### src/rtl/flash_seq_pkg.sv
package flash_seq_pkg;

  typedef enum logic [1:0] {
    OP_READ  = 2'd0,
    OP_SIG   = 2'd1,
    OP_PROG  = 2'd2,
    OP_ERASE = 2'd3
  } op_e;

  typedef enum logic [1:0] {
    MODE_ARRAY = 2'd0,
    MODE_SIG   = 2'd1,
    MODE_BUSY  = 2'd2
  } mode_e;

  typedef enum logic [2:0] {
    SQ_IDLE = 3'd0,
    SQ_U1   = 3'd1,
    SQ_U2   = 3'd2,
    SQ_PROG = 3'd3,
    SQ_E1   = 3'd4,
    SQ_E2   = 3'd5,
    SQ_E3   = 3'd6
  } seq_e;

  localparam logic [7:0]  KEY_FIRST   = 8'hAA;
  localparam logic [7:0]  KEY_SECOND  = 8'h55;
  localparam logic [7:0]  CMD_PROG    = 8'hA0;
  localparam logic [7:0]  CMD_ERASE   = 8'h80;
  localparam logic [7:0]  CMD_CONFIRM = 8'h10;
  localparam logic [7:0]  CMD_SIG     = 8'h90;
  localparam logic [7:0]  CMD_RESET   = 8'hF0;
  localparam logic [15:0] ADDR_KEY1   = 16'h5555;
  localparam logic [15:0] ADDR_KEY2   = 16'h2AAA;

  // Code match on the command byte only.
  function automatic logic code_is(input logic [7:0] low, input logic [7:0] code);
    return low == code;
  endfunction

endpackage

### src/rtl/flash_cmd_match.sv
module flash_cmd_match
  import flash_seq_pkg::*;
#(
  parameter int ADDR_W = 16,
  parameter int DATA_W = 16
) (
  input  logic [ADDR_W-1:0] addr,
  input  logic [DATA_W-1:0] data,
  output logic              hit_key1,
  output logic              hit_key2,
  output logic              hit_prog,
  output logic              hit_erase,
  output logic              hit_confirm,
  output logic              hit_sig,
  output logic              hit_reset
);
  localparam logic [ADDR_W-1:0] A1 = ADDR_W'(ADDR_KEY1);
  localparam logic [ADDR_W-1:0] A2 = ADDR_W'(ADDR_KEY2);

  logic [7:0] low;
  logic       at_a1;
  logic       at_a2;

  assign low   = data[7:0];
  assign at_a1 = (addr == A1);
  assign at_a2 = (addr == A2);

  assign hit_key1    = at_a1 && code_is(low, KEY_FIRST);
  assign hit_key2    = at_a2 && code_is(low, KEY_SECOND);
  assign hit_prog    = at_a1 && code_is(low, CMD_PROG);
  assign hit_erase   = at_a1 && code_is(low, CMD_ERASE);
  assign hit_confirm = at_a1 && code_is(low, CMD_CONFIRM);
  assign hit_sig     = at_a1 && code_is(low, CMD_SIG);
  assign hit_reset   = code_is(low, CMD_RESET);
endmodule

### src/rtl/flash_seq_fsm.sv
module flash_seq_fsm
  import flash_seq_pkg::*;
(
  input  logic  clk,
  input  logic  rst_n,
  input  logic  wr_en,
  input  logic  op_done,
  input  logic  hit_key1,
  input  logic  hit_key2,
  input  logic  hit_prog,
  input  logic  hit_erase,
  input  logic  hit_confirm,
  input  logic  hit_sig,
  input  logic  hit_reset,
  output mode_e mode_q,
  output seq_e  seq_q,
  output logic  fire,
  output op_e   fire_op,
  output logic  seq_bad
);
  mode_e mode_d;
  seq_e  seq_d;

  always_comb begin
    mode_d  = mode_q;
    seq_d   = seq_q;
    fire    = 1'b0;
    fire_op = OP_READ;
    seq_bad = 1'b0;
    if (mode_q == MODE_BUSY) begin
      if (op_done) mode_d = MODE_ARRAY;
    end else if (wr_en) begin
      if (hit_reset && seq_q != SQ_PROG) begin
        seq_d   = SQ_IDLE;
        mode_d  = MODE_ARRAY;
        fire    = 1'b1;
        fire_op = OP_READ;
      end else begin
        unique case (seq_q)
          SQ_IDLE: if (hit_key1) seq_d = SQ_U1; else seq_bad = 1'b1;
          SQ_U1:   if (hit_key2) seq_d = SQ_U2; else seq_bad = 1'b1;
          SQ_U2: begin
            if (hit_prog)       seq_d = SQ_PROG;
            else if (hit_erase) seq_d = SQ_E1;
            else if (hit_sig) begin
              seq_d   = SQ_IDLE;
              mode_d  = MODE_SIG;
              fire    = 1'b1;
              fire_op = OP_SIG;
            end else seq_bad = 1'b1;
          end
          SQ_PROG: begin
            seq_d   = SQ_IDLE;
            mode_d  = MODE_BUSY;
            fire    = 1'b1;
            fire_op = OP_PROG;
          end
          SQ_E1: if (hit_key1) seq_d = SQ_E2; else seq_bad = 1'b1;
          SQ_E2: if (hit_key2) seq_d = SQ_E3; else seq_bad = 1'b1;
          SQ_E3: begin
            if (hit_confirm) begin
              seq_d   = SQ_IDLE;
              mode_d  = MODE_BUSY;
              fire    = 1'b1;
              fire_op = OP_ERASE;
            end else seq_bad = 1'b1;
          end
          default: seq_bad = 1'b1;
        endcase
        if (seq_bad) begin
          seq_d  = SQ_IDLE;
          mode_d = MODE_ARRAY;
        end
      end
    end
  end

  always_ff @(posedge clk) begin
    if (!rst_n) begin
      mode_q <= MODE_ARRAY;
      seq_q  <= SQ_IDLE;
    end else begin
      mode_q <= mode_d;
      seq_q  <= seq_d;
    end
  end
endmodule

### src/rtl/flash_start_reg.sv
module flash_start_reg
  import flash_seq_pkg::*;
#(
  parameter int ADDR_W = 16,
  parameter int DATA_W = 16
) (
  input  logic              clk,
  input  logic              rst_n,
  input  logic              fire,
  input  op_e               fire_op,
  input  logic [ADDR_W-1:0] addr,
  input  logic [DATA_W-1:0] data,
  output logic              start_q,
  output op_e               op_q,
  output logic [ADDR_W-1:0] addr_q,
  output logic [DATA_W-1:0] data_q
);
  always_ff @(posedge clk) begin
    if (!rst_n) begin
      start_q <= 1'b0;
      op_q    <= OP_READ;
      addr_q  <= '0;
      data_q  <= '0;
    end else begin
      start_q <= fire;
      if (fire) begin
        op_q   <= fire_op;
        addr_q <= addr;
        data_q <= data;
      end
    end
  end
endmodule

### src/rtl/flash_cmd_seq.sv
module flash_cmd_seq
  import flash_seq_pkg::*;
#(
  parameter int ADDR_W = 16,
  parameter int DATA_W = 16
) (
  input  logic              clk,
  input  logic              rst_n,
  input  logic              wr_en,
  input  logic [ADDR_W-1:0] wr_addr,
  input  logic [DATA_W-1:0] wr_data,
  input  logic              op_done,
  output logic              start,
  output logic [1:0]        start_op,
  output logic [ADDR_W-1:0] start_addr,
  output logic [DATA_W-1:0] start_data,
  output logic [1:0]        mode
);
  logic  hit_key1, hit_key2, hit_prog, hit_erase, hit_confirm, hit_sig, hit_reset;
  logic  fire, seq_bad;
  op_e   fire_op, op_q;
  mode_e mode_q;
  seq_e  seq_q;

  flash_cmd_match #(.ADDR_W(ADDR_W), .DATA_W(DATA_W)) u_match (
    .addr(wr_addr), .data(wr_data),
    .hit_key1(hit_key1), .hit_key2(hit_key2), .hit_prog(hit_prog),
    .hit_erase(hit_erase), .hit_confirm(hit_confirm), .hit_sig(hit_sig),
    .hit_reset(hit_reset)
  );

  flash_seq_fsm u_fsm (
    .clk(clk), .rst_n(rst_n), .wr_en(wr_en), .op_done(op_done),
    .hit_key1(hit_key1), .hit_key2(hit_key2), .hit_prog(hit_prog),
    .hit_erase(hit_erase), .hit_confirm(hit_confirm), .hit_sig(hit_sig),
    .hit_reset(hit_reset),
    .mode_q(mode_q), .seq_q(seq_q), .fire(fire), .fire_op(fire_op),
    .seq_bad(seq_bad)
  );

  flash_start_reg #(.ADDR_W(ADDR_W), .DATA_W(DATA_W)) u_start (
    .clk(clk), .rst_n(rst_n), .fire(fire), .fire_op(fire_op),
    .addr(wr_addr), .data(wr_data),
    .start_q(start), .op_q(op_q), .addr_q(start_addr), .data_q(start_data)
  );

  assign start_op = op_q;
  assign mode     = mode_q;
endmodule

### config.mk
export PLATFORM = sky130hd
export DESIGN_NAME = flash_cmd_seq
export DESIGN_NICKNAME = d
export VERILOG_FILES = /design/src/rtl/flash_seq_pkg.sv /design/src/rtl/flash_cmd_match.sv /design/src/rtl/flash_seq_fsm.sv /design/src/rtl/flash_start_reg.sv /design/src/rtl/flash_cmd_seq.sv
export SDC_FILE = /design/constraint.sdc
export NUM_CORES = 1
export LEC_CHECK = 0
export ABC_AREA = 1
export BUFFER_PORTS_ARGS = -buffer_cell sky130_fd_sc_hd__buf_2
export CAP_MARGIN = 20
export CORE_ASPECT_RATIO = 1.4
export CORE_UTILIZATION = 36
export CTS_BUF_LIST = sky130_fd_sc_hd__clkbuf_8
export CTS_CLUSTER_SIZE = 30
export DETAILED_ROUTE_END_ITERATION = 12
export PLACE_DENSITY = 0.63
export RECOVER_POWER = 50
export SLEW_MARGIN = 10
export SYNTH_ARGS = -nofsm -noshare
export SYNTH_HDL_FRONTEND = slang
export SYNTH_SLANG_ARGS = --single-unit
### constraint.sdc
create_clock -name clk -period 1.4 [get_ports clk]
set_input_delay 0.21 -clock clk [delete_from_list [all_inputs] [get_ports clk]]
set_output_delay 0.21 -clock clk [all_outputs]
set_load 0.02 [all_outputs]
==> flow_metrics.tcl, run 1 <==
set metrics [dict create \
    ios 73 \
    synth_top_family_by_area "simple AND/OR/NAND/NOR gates" \
    power_density_nw_per_um2 763 \
    grt_antenna_before_repair 0 \
    yosysMostFrequentCell "nor2_1" \
    grt_pass1_wl_um 8800 \
    synth-seq-cells 40 \
    regArea_sq_um 815 \
    path_class "flip-flop to flip-flop" \
    placement.io_buffers 72 \
    rows 31 \
    syn-instance-count 297 \
    seq_area_frac_synth 0.396 \
    r2r_slack_ps -110 \
    synth_nets 333 \
    crit_fanout 8 \
    detail-route-antenna-nets 0 \
    synth.area.top_cells "dfxtp_1, nor2_1, nand2_1, o21ai_0, nor2_2" \
    postLayoutCoreUtil 0.591 \
    first_pass_iters 4 \
    fp.dieH_um 90.6 \
    syn_avg_cell_area_sq_um 6.80 \
    finalNonFillerCells 478 \
    insertedDiodeCount 0 \
    synth-compound-area-share 0.112 \
    synth-xor-area-share 0 \
    dp.final_hpwl_um 4170 \
    hold_viol_final 0 \
    finalMaxSlewViolations 0 \
    synth_cell_type_count 27 \
    period_share 1.08 \
    worst_slew_pin_slew_ps 773 \
    synth_top_area_share 0.396 \
    crit_start "u_fsm.seq_q[2]" \
    dp_cells 462 \
    clk_latency_ps 290 \
    required_ps 1590 \
    setup_viol 37 \
    dieArea_sq_um 5920 \
    drc 0 \
    yosys.area_share.simple 0.393 \
    synth_warnings 0 \
    cts_tree "done" \
    synthTopCellsByCount "nor2_1, nand2_1, dfxtp_1" \
    async_flop_share 0 \
    syn_to_final_growth_pct 54.2 \
    wl_um 5720 \
    vdd_drop_max_mv 0.469 \
    fin_skew_ps 5.31 \
    fin_crit_ps 1510 \
    htreeDepth 2 \
    clock.fmax_mhz 664 \
    postCtsHoldBufs 0 \
    leakagePower_uw 0.00139 \
    rsz0062_at_grt "yes" \
    grt_use_total 0.190 \
    start_util 0.383 \
    r2r-start "u_fsm.seq_q[2]" \
    gr-total-overflow 0 \
    num_vias 2234 \
    min_from "wr_data[9]" \
    hp-class "input pin to flip-flop" \
    fillCellCount 522 \
    die_x_um 65.3 \
    num-nets-final 447 \
    synth_largest_area_cell "dfxtp_1" \
    synth_ff_type "dfxtp_1" \
    synth_fa_ha_area_frac 0 \
    violations "setup timing" \
    gp_congestion 0.888 \
    grt_pass1_vias 2014 \
    routed_via_density 4.67 \
    design.core.area_sq_um 5280 \
    drive_gt1_frac 0.490 \
    grt_max_degree 33 \
    cts_root_buf "clkbuf_8" \
    cts.sinks 40 \
    start_kind "flip-flop" \
    synth_edf_count 0 \
    cts.clk_slew.worst_paths_ps 80 \
    cp-end-kind "flip-flop" \
    slew_headroom 0.485 \
    timing.max_cap.violations 0 \
    synth.area.mux_share 0 \
    status "finished, violations left" \
    arrival_ps 1690 \
    syn_area_sq_um 2020 \
    finalWorstSetupSlack_ps -107 \
    routedWlPerCell_um 12.0 \
    multiInputGateArea_sq_um 1260 \
    dr.first_iter.drc_count 77 \
    cts_buffers 5 \
    cts_buffer_depth 2 \
]
critical path, stage by stage, from the launching register on:
cell,delay (ps)
dfxtp_4,380
inv_4,50
nand3_4,60
inv_2,40
nor2_2,150
nand2_2,100
nand4_4,130
nand2_8,120
clkbuf_16,190
o21ai_2,120
nor2_1,50
power breakdown:
group | switching, uW | internal, uW | leakage [uW] | total, uW
clock network | 407 | 522 | 0.0000593 | 929
logic | 175 | 132 | 0.00100 | 307
registers | 4.13 | 1140 | 0.000326 | 1140
layout by cell type, fill, tap and decap left out, types with 9 or more instances in the layout:
cell type / instances
nand3_1: 12
inv_1: 17
buf_4: 37
clkbuf_1: 18
buf_2: 54
o21ai_2: 29
inv_2: 9
nand2_1: 36
dfxtp_1: 35
nor2_2: 20
nor2_1: 76
nand2_2: 11
area by class of cell:
type / instances / share of cell area
multi-input combinational: 219 / 0.404
sequential: 40 / 0.261
timing repair buffer: 116 / 0.231
inverter: 28 / 0.0394
tap: 66 / 0.0265
clock buffer: 5 / 0.0221
clock inverter: 3 / 0.0124
timing repair inverter: 1 / 0.00281
sequential cells by signal, summed over array words and instances, names as in the netlist:
name,count
u_fsm.mode_q,2
u_fsm.seq_q,3
u_start.start_q,1
u_start.data_q,16
u_start.op_q,2
u_start.addr_q,16
final timing paths:
check | end | cells past startpoint
setup reg to reg | u_start.data_q[10] | 10
hold / removal | u_start.data_q[9] | 3
setup / recovery | u_start.data_q[10] | 10
hold reg to reg | u_start.op_q[0] | 2
metrics by stage:
step / setup WS (ps) / TNS (ps) / area (sq um) / hold slack [ps] / total power [uW]
final: -107 / -2620 / 3120 / 156 / 2380
after global routing: -206 / -6380 / 3120 / 160 / 2490
after CTS: -76.7 / -1820 / 2910 / 148 / 2380
after detailed placement: -308 / -9760 / 2680 / 455 / 1430
after global placement: -258 / -8150 / 2680 / 447 / 1430
after floorplan: -27.7 / -498 / 2040 / 346 / 1290
cell families after synthesis:
family,Yosys count
buffers and inverters,38
AND/OR/NAND/NOR,174
AO/OA/AOI/OAI,45
flip-flops,40
per-layer routing:
layer,GRT usage,vias up,wire length [um]
met5,0,-,0
met4,0.0634,0,53
met3,0.0366,5,275
met2,0.349,61,3050
met1,0.212,999,2340
li1,-,1169,-
timing repair:
action | 4_1_cts | 5_1_grt
pin swaps | 4 | 9
gates cloned | 0 | 2
endpoints found under the hold margin | 0 | 0
setup endpoints to repair | 39 | 40
buffers inserted | 3 | 3
resized for setup | 49 | 50
No activity file was read; power rests on OpenSTA's default activity.
==> run 2: changes to the inputs <==
Settings changed: CAP_MARGIN 20 to 0, REMOVE_ABC_BUFFERS set to 1.
==> flow_metrics.tcl, run 2 (synthesis results as in run 1) <==
set metrics [dict create \
    path_class "flip-flop to flip-flop" \
    hold_viol_final 0 \
    cts.clk_slew.worst_paths_ps 80 \
    routed_via_density 4.65 \
    setup_viol 39 \
    rows 31 \
    vdd_drop_max_mv 0.622 \
    multiInputGateArea_sq_um 1220 \
    timing.setup.tns_ps -3550 \
    pwr-share-clk 0.416 \
    hp-class "input pin to flip-flop" \
    cts_buffers 5 \
    dieArea_sq_um 5920 \
    die_x_um 65.3 \
    start_util 0.383 \
    clock.fmax_mhz 654 \
    fillCellCount 536 \
    start_kind "flip-flop" \
    gp_congestion 0.890 \
    gr-total-overflow 0 \
    ios 73 \
    p_int_uw 1900 \
    grt_max_degree 33 \
    slew_headroom 0.718 \
    syn_to_final_growth_pct 52.2 \
    worst_slew_pin_slew_ps 423 \
    design.core.area_sq_um 5280 \
    num-nets-final 441 \
    fin_crit_ps 1530 \
    p_total_uw 2470 \
    grt_pass1_vias 1996 \
    power.switching_uw 570 \
    wl_um 5810 \
    whs_path_depth 3 \
    p_sw_frac 0.231 \
    htreeDepth 2 \
    r2r-start "u_fsm.seq_q[2]" \
    fin_skew_ps 6.90 \
    leakagePower_uw 0.00138 \
    grt_antenna_before_repair 0 \
    dp.final_hpwl_um 3960 \
    min_from "wr_data[13]" \
    cts_buffer_depth 2 \
    detail-route-antenna-nets 0 \
    regArea_sq_um 810 \
    dr.first_iter.drc_count 69 \
    rsz0062_at_grt "yes" \
    status "finished, violations left" \
    cts_setup_buffers 0 \
    finalWorstSetupSlack_ps -128 \
    grt_pass1_wl_um 8530 \
    power_density_nw_per_um2 803 \
    final_common_cell "nor2_1" \
    cts.sinks 40 \
    cp-end-kind "flip-flop" \
    largestRegisters "u_start.addr_q x16, u_start.data_q x16, u_fsm.seq_q x3" \
    grt_use_total 0.182 \
    drc 0 \
    clk_latency_ps 290 \
    postCtsHoldBufs 0 \
    cts_root_buf "clkbuf_8" \
    combPwrFrac 0.120 \
    hold-path-endpoint "u_start.data_q[13]" \
    finalMaxSlewViolations 0 \
    r2r_slack_ps -130 \
    cts_tree "done" \
    r2r-end "u_start.data_q[15]" \
    num_vias 2196 \
    arrival_ps 1720 \
    fp.dieH_um 90.6 \
    insertedDiodeCount 0 \
    timing.max_cap.violations 0 \
    drive_gt1_frac 0.446 \
    first_pass_iters 4 \
    violations "setup timing" \
    crit_fanout 7 \
    required_ps 1590 \
    reg2regPathDepth 8 \
    routedWlPerCell_um 12.3 \
    p_seq_frac 0.463 \
    placement.io_buffers 72 \
    final_cell_mix "nor2_1, buf_2, nand2_1" \
    period_share 1.09 \
]
[run 2: changes by cell type in the layout (fill, tap and decap cells not counted), sizes merged]
cell / delta
clkinv: -1
nand2: +1
clkbuf: +4
buf: -10
[run 2: worst max path at each step]
stage,startpoint,end,slack (ps)
CTS,u_fsm.seq_q[2],u_start.data_q[6],-100
global placement,wr_data[2],u_start.addr_q[12],-310
finish,u_fsm.seq_q[2],u_start.data_q[15],-130
detailed placement,wr_data[2],u_start.addr_q[6],-300
floorplan,u_fsm.seq_q[1],u_start.addr_q[0],-160
global route,u_fsm.seq_q[2],u_start.data_q[14],-180
[run 2: what timing repair did]
action	in CTS	in global routing
resized for setup	26	67
pin swaps	3	6
endpoints found under the setup margin	40	40
gates cloned	0	6
[run 2: critical path, cell delays in order, from the launching register on]
cell       delay [ps]
dfxtp_2           370
inv_4              50
nor3_4            230
nand3_2           150
nand4_4           180
nand2_8           110
clkbuf_16         180
o21ai_2           110
nor2_1             50
[run 2: metal layers]
layer	vias up	track usage	routed length, um
li1	1162	-	-
met1	986	0.207	2330
met2	44	0.326	3220
met3	4	0.0404	217
met4	0	0.0543	39
met5	-	0	0
[run 2: power groups by stage]
stage	sequential [uW]	combinational, uW	clock [uW]
final	1140	297	1030
after global routing	1140	331	1110
after CTS	1150	260	1060
after detailed placement	1170	250	0
after global placement	1170	250	0
after floorplan	1180	93.4	0
[run 2: cell type report]
cell class              instances  share of cell area
repair buffers                108               0.228
well taps                      66              0.0269
clock inverters                 1             0.00976
inverters                      28              0.0399
multi-input cells             220               0.395
repair inverters                2             0.00570
clock buffers                   7              0.0313
flip-flops and latches         40               0.263
[run 2: through the flow]
| step | hold WS, ps | util | instances | cell area [sq um] | setup slack, ps |
|---|---|---|---|---|---|
| 2_1_floorplan | 331 | - | 287 | 1930 | -162 |
| 3_3_place_gp | 449 | 0.499 | 458 | 2630 | -309 |
| 3_5_place_dp | 453 | 0.499 | 458 | 2630 | -299 |
| 4_1_cts | 144 | 0.532 | 466 | 2810 | -99.9 |
| 5_1_grt | 150 | 0.583 | 472 | 3080 | -180 |
| 6_report | 142 | 0.583 | 472 | 3080 | -128 |
